**src/rtl/zbus_master.sv**
```systemverilog
module zbus_master #(
  parameter int ADDR_W = 19,
  parameter int DATA_W = 8,
  parameter int LEN_W  = 16,
  parameter int STEP   = 2
) (
  input  logic              clk,
  input  logic              rst_n,
  input  logic              cmd_start,
  input  logic [2:0]        cmd_op,
  input  logic [ADDR_W-1:0] cmd_addr,
  input  logic [DATA_W-1:0] cmd_wdata,
  input  logic [LEN_W-1:0]  cmd_len,
  output logic              done,
  output logic              err,
  output logic [DATA_W-1:0] rdata,
  output logic              data_take,
  output logic              busreq_n,
  input  logic              busack_n,
  output logic [ADDR_W-1:0] bus_addr,
  output logic              addr_oe,
  output logic [DATA_W-1:0] data_out,
  output logic              data_oe,
  input  logic [DATA_W-1:0] data_in,
  output logic              mreq_n,
  output logic              rd_n,
  output logic              wr_n,
  output logic              nmi_n
);
  localparam int TW = (STEP > 1) ? $clog2(STEP) : 1;
  localparam logic [2:0] OP_ACQ = 3'd0, OP_REL = 3'd1, OP_RD = 3'd2,
                         OP_WR = 3'd3, OP_FILL = 3'd4, OP_BLK = 3'd5;

  typedef enum logic [3:0] {
    S_IDLE, S_ACQ, S_REL_D, S_REL_A, S_REL_W,
    S_ADDR, S_MREQ, S_DATA, S_STRB, S_HOLD, S_END
  } st_t;

  st_t              st;
  logic [TW-1:0]    tick;
  logic [LEN_W-1:0] remain;
  logic             rd_op, blk_op, req, aoe;
  logic [ADDR_W-1:0] addr_r;
  logic [DATA_W-1:0] dout_r;

  wire last    = (tick == TW'(STEP - 1));
  wire untimed = (st == S_IDLE) || (st == S_ACQ) || (st == S_REL_W);
  wire multi   = (cmd_op == OP_FILL) || (cmd_op == OP_BLK);
  wire in_req  = (st == S_MREQ) || (st == S_DATA) || (st == S_STRB) || (st == S_HOLD);

  assign mreq_n   = !in_req;
  assign rd_n     = !(rd_op && ((st == S_STRB) || (st == S_HOLD)));
  assign wr_n     = !(!rd_op && (st == S_STRB));
  assign data_oe  = !rd_op && ((st == S_DATA) || (st == S_STRB) || (st == S_HOLD));
  assign busreq_n = !req;
  assign addr_oe  = aoe;
  assign bus_addr = addr_r;
  assign data_out = dout_r;
  assign nmi_n    = 1'b1;

  always_ff @(posedge clk) begin
    if (!rst_n || untimed || last) tick <= '0;
    else                           tick <= tick + 1'b1;
  end

  always_ff @(posedge clk) begin
    if (!rst_n) begin
      st <= S_IDLE; remain <= '0; rd_op <= 1'b0; blk_op <= 1'b0;
      req <= 1'b0; aoe <= 1'b0; addr_r <= '0; dout_r <= '0;
      rdata <= '0; done <= 1'b0; err <= 1'b0; data_take <= 1'b0;
    end else begin
      done <= 1'b0; err <= 1'b0; data_take <= 1'b0;
      case (st)
        S_IDLE: if (cmd_start) begin
          case (cmd_op)
            OP_ACQ: if (aoe) done <= 1'b1;
                    else begin req <= 1'b1; st <= S_ACQ; end
            OP_REL: if (!aoe) begin done <= 1'b1; err <= 1'b1; end
                    else st <= S_REL_D;
            OP_RD, OP_WR, OP_FILL, OP_BLK:
              if (!aoe) begin done <= 1'b1; err <= 1'b1; end
              else if (multi && cmd_len == '0) done <= 1'b1;
              else begin
                addr_r    <= cmd_addr;
                dout_r    <= cmd_wdata;
                rd_op     <= (cmd_op == OP_RD);
                blk_op    <= (cmd_op == OP_BLK);
                remain    <= multi ? cmd_len : LEN_W'(1);
                data_take <= (cmd_op == OP_BLK);
                st        <= S_ADDR;
              end
            default: begin done <= 1'b1; err <= 1'b1; end
          endcase
        end
        S_ACQ:   if (!busack_n) begin aoe <= 1'b1; done <= 1'b1; st <= S_IDLE; end
        S_REL_D: if (last) begin aoe <= 1'b0; st <= S_REL_A; end
        S_REL_A: if (last) begin req <= 1'b0; st <= S_REL_W; end
        S_REL_W: if (busack_n) begin done <= 1'b1; st <= S_IDLE; end
        S_ADDR:  if (last) st <= S_MREQ;
        S_MREQ:  if (last) st <= S_DATA;
        S_DATA:  if (last) st <= S_STRB;
        S_STRB:  if (last) st <= S_HOLD;
        S_HOLD:  if (last) begin
          if (rd_op) rdata <= data_in;
          remain <= remain - 1'b1;
          if (remain > LEN_W'(1)) begin
            addr_r <= addr_r + 1'b1;
            if (blk_op) begin dout_r <= cmd_wdata; data_take <= 1'b1; end
            st <= S_DATA;
          end else st <= S_END;
        end
        S_END:   if (last) begin done <= 1'b1; rd_op <= 1'b0; st <= S_IDLE; end
        default: st <= S_IDLE;
      endcase
    end
  end

  AST_WR_FRAME: assert property (@(posedge clk) disable iff (!rst_n)
    !wr_n |-> (!mreq_n && data_oe && rd_n));
  AST_RD_FRAME: assert property (@(posedge clk) disable iff (!rst_n)
    !rd_n |-> (!mreq_n && !data_oe && wr_n));
  AST_RD_WIDE: assert property (@(posedge clk) disable iff (!rst_n)
    $fell(rd_n) |=> !rd_n);
  AST_ADDR_AFTER_ACK: assert property (@(posedge clk) disable iff (!rst_n)
    $rose(addr_oe) |-> (!busack_n && !busreq_n));
  AST_REL_ORDER: assert property (@(posedge clk) disable iff (!rst_n)
    $rose(busreq_n) |-> (!addr_oe && !data_oe));
  AST_MREQ_HELD: assert property (@(posedge clk) disable iff (!rst_n)
    !mreq_n |-> (addr_oe && !busreq_n));
  AST_ERR_DONE: assert property (@(posedge clk) disable iff (!rst_n)
    err |-> done);
  AST_WR_ADDR_STABLE: assert property (@(posedge clk) disable iff (!rst_n)
    (!wr_n && $past(!wr_n)) |-> ($stable(bus_addr) && $stable(data_out)));
endmodule

```
**config.mk**
```make
export PLATFORM = sky130hd
export DESIGN_NAME = zbus_master
export DESIGN_NICKNAME = d
export VERILOG_FILES = /design/src/rtl/zbus_master.sv
export SDC_FILE = /design/constraint.sdc
export NUM_CORES = 1
export LEC_CHECK = 0
export BUFFER_PORTS_ARGS = -buffer_cell sky130_fd_sc_hd__buf_2
export CORE_ASPECT_RATIO = 0.7
export CORE_MARGIN = 2
export CORE_UTILIZATION = 30
export CTS_CLUSTER_SIZE = 8
export DETAILED_ROUTE_END_ITERATION = 10
export GPL_ROUTABILITY_DRIVEN = 0
export SETUP_SLACK_MARGIN = 0.05
export SYNTH_ARGS = -nofsm -noshare
export SYNTH_HDL_FRONTEND = slang
export SYNTH_SLANG_ARGS = --single-unit
```
**constraint.sdc**
```tcl
create_clock -name clk -period 4.95 [get_ports clk]
set_input_delay 0.99 -clock clk [delete_from_list [all_inputs] [get_ports clk]]
set_output_delay 0.99 -clock clk [all_outputs]
set_load 0.01 [all_outputs]
```
Yosys cells after proc, flatten, opt, wreduce, memory -nomap -nowiden
Index checks and enable logic that the tools add are counted.

Add/subtract/negate cells: 3. $lt $le $gt $ge: 1. Eq/ne operators: 38. Mux-type cells: 71. Bitwise gates (word level): 1. Reduce and logical (&&, ||, !) cells: 40.

Operators with widths (number): 19-bit 2-to-1 mux (6); 16-bit 2-to-1 mux (6); 4-bit 2-to-1 mux (16); 8-bit 2-to-1 mux (7); 4-bit one-hot mux with 11 select lines (1); 19-bit one-hot mux with 2 select lines (1); 16-bit one-hot mux with 2 select lines (1); 2-bit != test, second input constant (15); 1-bit 2-to-1 mux (24); 19-bit by 1-bit adder with 19-bit output, second input constant (1); 4-bit by 3-bit equality test with 1-bit output, second input constant (4); 16-bit by 1-bit greater-than comparator with 1-bit output, second input constant (1); 16-bit zero test (1); 8-bit one-hot mux with 2 select lines (1); 16-bit AND reduction (1); 16-bit by 1-bit subtractor with 16-bit output, second input constant (1); 4-bit equality test, second input constant (3); 3-bit != test, second input constant (4); 4-bit one-hot mux with 3 select lines (1); 6-bit AND reduction (2); 1-bit logical OR (11); 1-bit one-hot mux with 2 select lines (5); 5-bit AND reduction (2); 3-bit AND reduction (3); other kinds (20) (36).

Flip-flop bits (word level): 63. Input port bits: 58. Output and inout bits: 45. Word-level logic and storage cells: 167.

Logic depth before layout (Yosys ltp)
Gate-level depths: netlist (run 1).

Word-level depth: 8. Gate-level depth with buffers: 10. Depth with buffers taken out: 8.

Least setup slack after synthesis (run 1)
No wires, ideal clock.

Path type: input -> register. Start: in cmd_op[1]. End: reg addr_r[14] (netlist: bus_addr[14]). Library setup time: 141 ps. Arrival time: 2399 ps. Required time: 4809 ps. Path slack: 2411 ps. Stages on the path: 9. Buffers on the path: 3. Path through: buf_2 xor2_1 a41o_1 o31ai_2 or2_1 buf_6 buf_6 a21oi_1 o32ai_2.

Cells in the longest elaborated chain, start to end: 5.

RTL lines: from (decl) (RTL line 10) `input logic [2:0] cmd_op,`; 3-bit equality test (RTL line 48, 75); 1-bit logical OR (RTL line 48) `wire multi = (cmd_op == OP_FILL) || (cmd_op == OP_BLK);`; 1-bit logical AND (RTL line 82) `else if (multi && cmd_len == '0) done <= 1'b1;`; 2-bit != test (no source line); 7-bit AND reduction (no source line) *; to (signal assigned) (RTL line 84) `addr_r <= cmd_addr;`; to (signal assigned) (RTL line 107) `addr_r <= addr_r + 1'b1;`; to (decl) (RTL line 43) `logic [ADDR_W-1:0] addr_r;`.

Mark *: on every way between the ends. The rest lies on a longest branch, timed or not. A chain may end at the register's enable or synchronous reset.

Worst setup path in the final report (run 1)
Start: reg st[0]. End: reg addr_r[8] (netlist: bus_addr[8]).

Cells in the longest elaborated chain, start to end: 3.

RTL lines: from (decl) (RTL line 39) `st_t st;`; from (signal assigned) (RTL line 68) `st <= S_IDLE; remain <= '0; rd_op <= 1'b0; blk_op <= 1'b0;`; from (signal assigned) (RTL line 77) `else begin req <= 1'b1; st <= S_ACQ; end`; from (signal assigned) (RTL line 79) `else st <= S_REL_D;`; 4-bit equality test / 4-bit zero test (equally long branches) (RTL line 73) `case (st)`; 2-bit by 1-bit != test with 1-bit output (no source line) (tied with other cells); 7-bit AND reduction (no source line).

Several ways; a longest one is shown, not always the timed one.

==> impl_metrics.csv, run 1 <==
group,metric,value,unit
clock_network,worst_setup_hold_path_clk_slew,0.06,ns
timing,tightestPinTransition,1.12,ns
clock_network,max-clock-path-buffers,2,
finish,mostFrequentLayoutCells,"101 x sky130_fd_sc_hd__buf_2, 63 x sky130_fd_sc_hd__dfxtp_1, 61 x sky130_fd_sc_hd__nand2_1",
setup_path,worstSetupEndpointType,"flop",
logic_synthesis,async_reset_ff_share,0,%
logic_synthesis,synthTopCellsByArea,"sky130_fd_sc_hd__dfxtp_1 32%, sky130_fd_sc_hd__a21oi_1 6.4%, sky130_fd_sc_hd__nand2_1 5.7%",
finish,antennaDiodeCount,0,
routing,drtPass1Iterations,4,
logic_synthesis,post-synth-top-area-fraction,31.6,%
placement,io_buffers,101,
logic_synthesis,mappedNetlistArea,3990,sq um
setup_path,critPathArrivalTime,3.84,ns
power_and_ir_drop,p_sw_share,30.1,%
setup_path,r2r_setup_slack,1.34,ns
setup_path,cp.required,5.17,ns
logic_synthesis,synth-edff-count,0,
global_route,antenna_found_initial,1,
finish,seq_area,1260,sq um
finish,utilization,36.9,%
logic_synthesis,ys_seq_elements,63,
power_and_ir_drop,peak_supply_drop,166,uV
placement,placement.setup.worst_slack,1.39,ns
clock_network,cts.sink_count,63,
timing,fin_crit_sh,73.0,%
timing,fin_skew,0.00748,ns
setup_path,critical_path.startpoint_type,"flop",
finish,final_net_count,644,
routing,detail_route.wl_per_cell,15.9,um
clock_network,root_buffer_selected_by_cts,"sky130_fd_sc_hd__clkbuf_16",
global_route,grt_first_pass_wirelength,19600,um
logic_synthesis,synth_cell_types,67,
clock_network,post_cts_buffers,0,
clock_network,cts-hold-fix-buffers,0,
timing,worst_hold_slack,0.459,ns
finish,layout_commonest_cell,"sky130_fd_sc_hd__buf_2",
setup_path,critPathCapture,"bus_addr[8]",
routing,remaining_drc_errors,0,
routing,via_per_inst,5.51,
setup_path,worst_reg_to_reg_path_cell_count,7,
logic_synthesis,synth_top_flop_cell,"sky130_fd_sc_hd__dfxtp_1",
clock_network,clk-insertion-delay-late,0.34,ns
power_and_ir_drop,proportion_of_power_drawn_by_the_clock_network,43.9,%
finish,layout.filler_cells,1392,
logic_synthesis,synthesis.yosys.warnings,0,
floorplanning,rows,35,
power_and_ir_drop,cellInternalPower,1.05,mW
setup_path,critPathMaxFanout,77,
finish,multiInputGateArea,2470,sq um
clock_network,number_of_instances_resized_during_post_cts_repair,0,
logic_synthesis,seq_area_frac_synth,31.6,%
timing,report.final.slew_viol_count,0,
power_and_ir_drop,power.share.sequential,38.4,%
setup_path,crit-reg2reg-capture,"bus_addr[8]",
floorplanning,floorplan.die.height,100,um
power_and_ir_drop,power_leakage,1.90,nW
timing,setup_slack,1.34,ns
power_and_ir_drop,comb_power_share,17.7,%
power_and_ir_drop,final_total_power,1.50,mW
timing,max_freq,277,MHz
global_route,pin_count_of_the_biggest_net_entering_global_routing,78,
routing,totalWireLength,12000,um
global_route,first_global_vias,3917,
floorplanning,starting_density_of_the_core,30.6,%
routing,first_iter_violations,379,
clock_network,cts_tree,"built",
timing,grt_setup_unrepaired,"false",
routing,via_count,4154,
logic_synthesis,syn-num-nets,572,
clock_network,ctsHtreeMaxLevel,3,
logic_synthesis,syn-mean-instance-area,7.80,sq um
logic_synthesis,synthCells,511,
finish,layout-drive-gt1-share,27.2,%
finish,area_growth_syn_to_layout,20.7,%
floorplanning,boundary_pins,103,
timing,slew_headroom,25.1,%
global_route,total_global_route_track_usage,17.1,%
status,run_status,"completed",
global_route,overflow_left_after_global_routing,0,
setup_path,critical_path.startpoint,"st[0]",
floorplanning,die_w,142,um
logic_synthesis,netlist.top_cell.by_area,"sky130_fd_sc_hd__dfxtp_1",
timing,hold_viol,0,
timing,final.setup.tns,0,ns
floorplanning,fp.coreArea,13100,sq um
routing,drt.antenna.violating_nets,0,
setup_path,timing_worst_setup_path_type,"reg -> reg",
power_and_ir_drop,power_density,311,nW/um^2
job,timing.max_cap.violations,0,
min_path,holdCritPathClass,"reg -> reg",
power_and_ir_drop,switchingPower,0.451,mW
timing,timing.final.setup_violations,0,
floorplanning,dieArea,14200,sq um
setup_path,r2r_start,"st[0]",
timing,finalWorstPathRequiredPeriod,3.61,ns
clock_network,cts_buffers,9,
placement,detailed_place_hpwl,8280,um
metrics by stage:
step / cell area (sq um) / std cells
after global placement: 4500 / 738
final: 4810 / 754
after CTS: 4810 / 754
after global routing: 4810 / 754
after floorplan: 3990 / 511
after detailed placement: 4500 / 738
cells in the mapped netlist, types with 2 or more instances:
master	number
sky130_fd_sc_hd__or3_1	5
sky130_fd_sc_hd__a221oi_1	2
sky130_fd_sc_hd__a32oi_1	2
sky130_fd_sc_hd__o21ai_0	17
sky130_fd_sc_hd__o32ai_2	8
sky130_fd_sc_hd__o31ai_1	13
sky130_fd_sc_hd__buf_6	6
sky130_fd_sc_hd__or2_2	4
sky130_fd_sc_hd__o2bb2ai_1	5
sky130_fd_sc_hd__nor2b_1	3
sky130_fd_sc_hd__buf_2	7
sky130_fd_sc_hd__nand2b_1	2
sky130_fd_sc_hd__nand2_1	61
sky130_fd_sc_hd__o221a_2	3
sky130_fd_sc_hd__nor3b_1	3
sky130_fd_sc_hd__nor4_1	11
sky130_fd_sc_hd__a31o_2	2
sky130_fd_sc_hd__a21oi_2	2
sky130_fd_sc_hd__o211ai_2	9
sky130_fd_sc_hd__o21a_1	2
sky130_fd_sc_hd__a311oi_1	3
sky130_fd_sc_hd__mux2i_1	17
sky130_fd_sc_hd__a21oi_1	51
sky130_fd_sc_hd__nand4_1	6
sky130_fd_sc_hd__or2_1	2
sky130_fd_sc_hd__xor2_1	3
sky130_fd_sc_hd__nor3_1	22
sky130_fd_sc_hd__nand3_1	30
sky130_fd_sc_hd__buf_1	6
sky130_fd_sc_hd__nor2_1	56
sky130_fd_sc_hd__dfxtp_1	63
sky130_fd_sc_hd__o32ai_1	2
sky130_fd_sc_hd__o31ai_2	3
sky130_fd_sc_hd__o21bai_1	2
sky130_fd_sc_hd__a211oi_1	4
sky130_fd_sc_hd__ha_1	3
sky130_fd_sc_hd__inv_1	11
sky130_fd_sc_hd__a31oi_1	9
sky130_fd_sc_hd__clkbuf_1	23
layout make-up:
cell class | count | share of cell area (%)
clock buffers | 10 | 4.97
clock inverters | 6 | 1.43
inverters | 11 | 0.858
multi-input cells | 394 | 51.2
flip-flops and latches | 63 | 26.2
well taps | 166 | 4.32
repair buffers | 104 | 11.0
kinds of logic after synthesis:
group | share of synthesized area, %
mux | 4.55
xor+xnor | 0.879
buf+inv | 6.53
other cells | 0.0940
flops | 31.6
simple gates | 26.6
fa+ha+maj | 0.941
compound gates | 28.7
worst min path at each step:
stage / startpoint / end / cells after the start
finish: data_out[5] / data_out[5] / 2
global route: data_out[5] / data_out[5] / 2
CTS: data_out[5] / data_out[5] / 2
detailed placement: data_out[5] / data_out[5] / 2
global placement: data_out[4] / data_out[4] / 2
floorplan: remain[8] / remain[8] / 2
flip-flops by register name, indices dropped and copies added, names as in the netlist:
name       count
done           1
req            1
remain        16
err            1
data_take      1
last           1
addr_oe        1
bus_addr      19
rd_op          1
rdata          8
blk_op         1
st             4
data_out       8
power by group through the flow:
stage          logic [mW]  registers (mW)  clock network, mW
3_5_place_dp        0.262           0.584                  0
5_1_grt             0.291           0.580              0.692
4_1_cts             0.263           0.573              0.674
6_report            0.265           0.574              0.657
2_1_floorplan       0.210           0.556                  0
3_3_place_gp        0.257           0.581                  0
metal layers:
| metal | vias to the layer above | track usage, % | wire length, um |
|---|---|---|---|
| met2 | 152 | 25.2 | 5090 |
| met5 | - | 0 | 0 |
| met3 | 18 | 4.85 | 796 |
| met1 | 1957 | 24.1 | 5930 |
| met4 | 0 | 5.38 | 170 |
| li1 | 2027 | - | - |
worst max-delay path: stages, from the launching register on:
cell and delay (ns):
sky130_fd_sc_hd__dfxtp_1 0.83, sky130_fd_sc_hd__nand4bb_4 0.94, sky130_fd_sc_hd__or3_1 0.69, sky130_fd_sc_hd__o21bai_2 0.13
sky130_fd_sc_hd__or2_1 0.11, sky130_fd_sc_hd__buf_4 0.40, sky130_fd_sc_hd__nor2_1 0.10, sky130_fd_sc_hd__o221a_1 0.25
Note: power is estimated with default switching activity, not from simulation.
==> run 2, diff against run 1 <==
--- a/config.mk
+++ b/config.mk
@@ -5,6 +5,7 @@
 export SDC_FILE = /design/constraint.sdc
 export NUM_CORES = 1
 export LEC_CHECK = 0
+export ABC_AREA = 1
 export BUFFER_PORTS_ARGS = -buffer_cell sky130_fd_sc_hd__buf_2
 export CORE_ASPECT_RATIO = 0.7
 export CORE_MARGIN = 2
==> constraint.sdc (replaced) <==
create_clock -name clk -period 3.4 [get_ports clk]
set_input_delay 0.68 -clock clk [delete_from_list [all_inputs] [get_ports clk]]
set_output_delay 0.68 -clock clk [all_outputs]
set_load 0.01 [all_outputs]
==> run 2 against run 1 <==
Combinational power rose to 8.4 times the previous value. Sequential power up 120%. Cell area up 9.1%. Count of clock-buffer cells in the layout down 1. Maximum frequency up 54%. Sequential share of layout area down 2.2 points. Critical endpoint is now bus_addr[3]. Largest cell class unchanged. Highest routed layer unchanged.
==> impl_metrics.csv, run 2 <==
group,metric,value,unit
setup_path,critPathMaxFanout,37,
logic_synthesis,synthCells,754,
status,run_status,"completed",
clock_network,cts_buffers,9,
timing,timing.final.setup_violations,0,
setup_path,largest_stage_delay_worst_path,0.45,ns
finish,area_growth_syn_to_layout,22.2,%
timing,max_freq,426,MHz
min_path,holdCritPathClass,"reg -> reg",
floorplanning,rows,36,
global_route,antenna_found_initial,0,
finish,largest_reg_flops,19,
logic_synthesis,synth_cell_types,35,
routing,via_count,4770,
clock_network,number_of_instances_resized_during_post_cts_repair,0,
timing,slew_headroom,47.5,%
setup_path,worstSetupEndpointType,"flop",
logic_synthesis,synth_top_flop_cell,"sky130_fd_sc_hd__dfxtp_1",
floorplanning,fp.coreArea,14000,sq um
clock_network,post_cts_buffers,0,
setup_path,critical_path.startpoint_type,"flop",
setup_path,cp.required,3.63,ns
setup_path,timing.critical_path.slowest_stage_cell,"sky130_fd_sc_hd__dfxtp_1",
power_and_ir_drop,power_leakage,2.64,nW
timing,fin_skew,0.00698,ns
floorplanning,starting_density_of_the_core,30.8,%
clock_network,cts.sink_count,63,
floorplanning,dieArea,15300,sq um
routing,remaining_drc_errors,0,
timing,tightestPinTransition,0.787,ns
finish,utilization,37.6,%
clock_network,cts_tree,"built",
clock_network,cts-hold-fix-buffers,0,
clock_network,clk-insertion-delay-late,0.34,ns
timing,finalWorstPathRequiredPeriod,2.35,ns
clock_network,max-clock-path-buffers,2,
routing,detail_route.wl_per_cell,12.6,um
finish,mostFrequentLayoutCells,"259 x sky130_fd_sc_hd__nand2_1, 131 x sky130_fd_sc_hd__nor2_1, 101 x sky130_fd_sc_hd__buf_2",
clock_network,worst_setup_hold_path_clk_slew,0.06,ns
logic_synthesis,synthTopCellsByArea,"sky130_fd_sc_hd__dfxtp_1 29%, sky130_fd_sc_hd__nand2_1 23%, sky130_fd_sc_hd__nor2_1 11%",
logic_synthesis,mappedNetlistArea,4300,sq um
finish,antennaDiodeCount,0,
power_and_ir_drop,power_density,858,nW/um^2
logic_synthesis,post-synth-top-area-fraction,29.4,%
timing,hold_viol,0,
floorplanning,die_w,147,um
logic_synthesis,synth_top_cells_by_count,"259 x sky130_fd_sc_hd__nand2_1, 131 x sky130_fd_sc_hd__nor2_1, 78 x sky130_fd_sc_hd__inv_1",
finish,layout_commonest_cell,"sky130_fd_sc_hd__nand2_1",
routing,drtPass1Iterations,5,
routing,drt.antenna.violating_nets,0,
logic_synthesis,seq_area_frac_synth,29.4,%
timing,final.setup.tns,0,ns
setup_path,timing.critical_path.cells,"nand2_2 > nor2_4 > buf_4 > nand3_1 > nand3_4 > nand2_1 > nand2_1 > nor2_1",
global_route,pin_count_of_the_biggest_net_entering_global_routing,42,
logic_synthesis,netlist.top_cell.by_area,"sky130_fd_sc_hd__dfxtp_1",
setup_path,critPathArrivalTime,2.58,ns
logic_synthesis,ys_seq_elements,63,
timing,grt_setup_unrepaired,"false",
logic_synthesis,most_common_cell_in_the_synthesized_netlist,"sky130_fd_sc_hd__nand2_1",
logic_synthesis,synthesis.yosys.warnings,0,
routing,totalWireLength,13000,um
logic_synthesis,async_reset_ff_share,0,%
finish,layout-drive-gt1-share,16.4,%
power_and_ir_drop,final_total_power,4.50,mW
timing,report.final.slew_viol_count,0,
global_route,grt_first_pass_wirelength,21600,um
floorplanning,boundary_pins,103,
logic_synthesis,syn-mean-instance-area,5.70,sq um
finish,final_net_count,904,
logic_synthesis,syn-num-nets,815,
power_and_ir_drop,peak_supply_drop,257,uV
global_route,first_global_vias,4310,
global_route,overflow_left_after_global_routing,0,
job,timing.max_cap.violations,0,
placement,detailed_place_hpwl,9750,um
routing,via_per_inst,4.60,
timing,fin_crit_sh,69.1,%
logic_synthesis,synth-edff-count,0,
floorplanning,floorplan.die.height,104,um
routing,first_iter_violations,374,
setup_path,cell_seen_most_often_among_critical_path_stages,"sky130_fd_sc_hd__nand2_1",
clock_network,ctsHtreeMaxLevel,3,
setup_path,timing_worst_setup_path_type,"reg -> reg",
placement,io_buffers,101,
global_route,total_global_route_track_usage,17.5,%
clock_network,root_buffer_selected_by_cts,"sky130_fd_sc_hd__clkbuf_16",
==> run 2: final cells by class <==
class	count	area (sq um)
Clock buffer	9	225
Clock inverter	7	104
Fill cell	1596	8710
Inverter	83	314
Multi-Input combinational cell	582	2580
Sequential cell	63	1260
Tap cell	190	238
Timing Repair Buffer	104	528
==> run 2: where the power goes <==
group	internal (mW)	switching, mW
logic	0.753	1.47
clock network	0.650	0.371
registers	0.978	0.278
==> run 2: path summary, 6_finish.rpt <==
check | cells after the start | end | startpoint | slack [ns]
setup / recovery | 8 | bus_addr[3] | st[3] | 1.05
hold / removal | 2 | rdata[6] | rdata[6] | 0.45
setup reg to reg | 8 | bus_addr[3] | st[3] | 1.05
hold reg to reg | 2 | rdata[6] | rdata[6] | 0.45
==> run 2: metrics by stage <==
step	cells	hold slack (ns)	setup slack [ns]	cell area [sq um]
6_report	1038	0.447	1.05	5250
5_1_grt	1038	0.466	0.735	5250
4_1_cts	1038	0.452	1.04	5250
3_5_place_dp	1022	0.439	0.859	4920
3_3_place_gp	1022	0.431	0.897	4920
2_1_floorplan	754	0.448	1.57	4300
==> run 2: logic make-up (layout without fill, tap and decap cells) <==
group / after synthesis / after routing / share of synthesized area, %
AOI/OAI and AO/OA: 77 / 77 / 9.26
xor gates and xnor gates: 4 / 4 / 0.816
adders and majority gates: 3 / 3 / 0.874
buffers and inverters: 109 / 203 / 10.6
DFF: 63 / 63 / 29.4
other: 1 / 1 / 0.0873
and+or+nand+nor: 497 / 497 / 49.0
==> run 2: layer usage <==
layer  up-vias  track usage, %  share of wire (%)
li1       2554               -                  -
met1      2056            26.9                 54
met2       150            23.9                 38
met3        10            4.65                6.7
met4         0            4.05               0.89
met5         -               0                  0
==> run 2: worst max-delay path: cells and delay by family (launching register included) <==
family | cells | cell delay (ns)
flops | 1 | 0.45
buf+inv | 1 | 0.34
simple gates | 7 | 1.43
==> run 3, diff against run 2 <==
--- a/config.mk
+++ b/config.mk
@@ -5,7 +5,7 @@
 export SDC_FILE = /design/constraint.sdc
 export NUM_CORES = 1
 export LEC_CHECK = 0
-export ABC_AREA = 1
+export ABC_AREA = 0
 export BUFFER_PORTS_ARGS = -buffer_cell sky130_fd_sc_hd__buf_2
 export CORE_ASPECT_RATIO = 0.7
 export CORE_MARGIN = 2
==> constraint.sdc (replaced) <==
create_clock -name clk -period 2.18 [get_ports clk]
set_input_delay 0.436 -clock clk [delete_from_list [all_inputs] [get_ports clk]]
set_output_delay 0.436 -clock clk [all_outputs]
set_load 0.01 [all_outputs]
==> run 3 against run 2 <==
Final cell count down 23%. Register-to-register slack got worse by 0.91 ns. Combinational power shrank 65%. Sequential power barely moved. Clock power increased by 78%. Critical path type is now reg -> out. Utilization up 3.3 points. Global-route usage up 0.55 points. Setup slack worse by 0.92 ns. Non-clock buffer count rose by 43. Power is 15% lower. First-iteration DRC count shrank 6.4%.
==> impl_metrics.csv, run 3 (same netlist as run 1, synthesis figures left out) <==
group,metric,value,unit
status,run_status,"completed",
global_route,overflow_left_after_global_routing,0,
floorplanning,dieArea,14200,sq um
min_path,holdCritPathClass,"in -> reg",
timing,max_freq,487,MHz
floorplanning,boundary_pins,103,
setup_path,path_delay_family,"simple AND/OR/NAND/NOR gates",
clock_network,root_buffer_selected_by_cts,"sky130_fd_sc_hd__clkbuf_16",
timing,report.final.slew_viol_count,0,
setup_path,cp.required,1.74,ns
setup_path,largest_stage_delay_worst_path,0.36,ns
floorplanning,floorplan.die.height,100,um
finish,final_net_count,687,
finish,antennaDiodeCount,0,
global_route,first_global_vias,4197,
finish,layout-drive-gt1-share,34.5,%
global_route,total_global_route_track_usage,18.0,%
timing,final.setup.tns,0,ns
global_route,antenna_found_initial,1,
setup_path,critPathMaxFanout,22,
setup_path,critical_path.startpoint_type,"flop",
floorplanning,starting_density_of_the_core,30.6,%
placement,io_buffers,101,
power_and_ir_drop,final_total_power,3.85,mW
placement,placedInstanceArea,4880,sq um
finish,largest_reg_flops,19,
finish,mostFrequentLayoutCells,"101 x sky130_fd_sc_hd__buf_2, 61 x sky130_fd_sc_hd__nand2_1, 58 x sky130_fd_sc_hd__dfxtp_1",
timing,fin_crit_sh,94.2,%
routing,drt.antenna.violating_nets,0,
global_route,grt_first_pass_wirelength,20800,um
timing,setup_slack,0.127,ns
finish,stdcell_count,797,
placement,numPlacedInstances,780,
setup_path,timing_worst_setup_path_type,"reg -> out",
power_and_ir_drop,peak_supply_drop,458,uV
placement,detailed_place_hpwl,9040,um
clock_network,cts_tree,"built",
setup_path,worstSetupEndpointType,"output pin",
setup_path,number_of_buffers_and_inverters_on_the_critical_path,2,
floorplanning,fp.coreArea,13100,sq um
timing,timing.final.setup_violations,0,
setup_path,timing.critical_path.slowest_stage_cell,"sky130_fd_sc_hd__dfxtp_2",
floorplanning,die_w,142,um
clock_network,max-clock-path-buffers,2,
finish,layout_commonest_cell,"sky130_fd_sc_hd__buf_2",
clock_network,ctsHtreeMaxLevel,3,
clock_network,worst_setup_hold_path_clk_slew,0.06,ns
clock_network,cts.sink_count,63,
global_route,pin_count_of_the_biggest_net_entering_global_routing,41,
power_and_ir_drop,power_leakage,2.18,nW
setup_path,timing.critical_path.cells,"buf_12 > or2_4 > nor2_2 > a21oi_1 > nor3_1 > buf_2",
placement,placement.setup.worst_slack,-0.132,ns
setup_path,critPathArrivalTime,1.62,ns
clock_network,cts-hold-fix-buffers,0,
clock_network,clk-insertion-delay-late,0.34,ns
finish,area_growth_syn_to_layout,33.9,%
finish,utilization,40.9,%
routing,via_per_inst,5.50,
routing,drtPass1Iterations,4,
routing,totalWireLength,12700,um
timing,worst_hold_slack,0.330,ns
finish,layout.filler_cells,1338,
routing,via_count,4381,
routing,first_iter_violations,350,
routing,remaining_drc_errors,0,
routing,detail_route.wl_per_cell,15.9,um
finish,postLayoutCellArea,5340,sq um
floorplanning,rows,35,
timing,finalWorstPathRequiredPeriod,2.05,ns
timing,grt_setup_unrepaired,"true",
power_and_ir_drop,power_density,721,nW/um^2
timing,fin_skew,0.00645,ns
job,timing.max_cap.violations,0,
timing,hold_viol,0,
clock_network,cts_buffers,9,
==> run 3: cell types whose count changed in the layout (fill, tap and decap cells not counted), sizes merged, moves of 12 or more <==
cell,delta
inv,-73
nand2,-202
a21oi,+16
o31ai,+14
mux2i,+17
nor2,-81
buf,+43
nor4,+12
o21ai,-17
nand3,-32
==> run 3: report_power, final <==
part	leakage [nW]	internal (mW)	total, mW	switching [mW]
clock	0.172	1.24	1.82	0.587
combinational	1.50	0.339	0.770	0.430
sequential	0.511	1.20	1.25	0.0548
==> run 3: per-layer routing <==
| layer | part of all wire, % | global-route usage, % | vias to the layer above |
|---|---|---|---|
| li1 | - | - | 2114 |
| met1 | 48 | 23.7 | 2106 |
| met2 | 45 | 29.2 | 143 |
| met3 | 5.5 | 4.56 | 18 |
| met4 | 1.3 | 5.85 | 0 |
| met5 | 0 | 0 | - |
==> run 3: timing repair <==
item / 4_1_cts / 5_1_grt
gates resized for setup: 5 / 17
setup endpoints to repair: 5 / 25
hold endpoints to repair: 0 / 0
setup buffers: 0 / 1
pin swaps: 0 / 1
==> run 3: worst min-delay path, stage by stage <==
cell	delay [ns]
sky130_fd_sc_hd__buf_2	0.07
sky130_fd_sc_hd__mux2i_1	0.05
sky130_fd_sc_hd__nor2_1	0.07
==> run 3: area by class of cell <==
class | count | area [sq um] | area share (%)
timing repair buffer | 147 | 933 | 17.5
sequential | 63 | 1270 | 23.7
inverter | 11 | 41.3 | 0.774
clock buffer | 9 | 225 | 4.22
clock inverter | 7 | 144 | 2.70
tap | 166 | 208 | 3.89
multi-input combinational | 394 | 2520 | 47.2
==> run 3: final timing paths <==
path | from | endpoint | slack [ns] | depth (start not counted)
worst max-delay path | st[1] | data_oe | 0.13 | 6
worst min-delay path | data_in[3] | rdata[3] | 0.33 | 3
worst max register to register | remain[3] | bus_addr[18] | 0.14 | 8
worst min register to register | data_out[5] | data_out[5] | 0.46 | 2
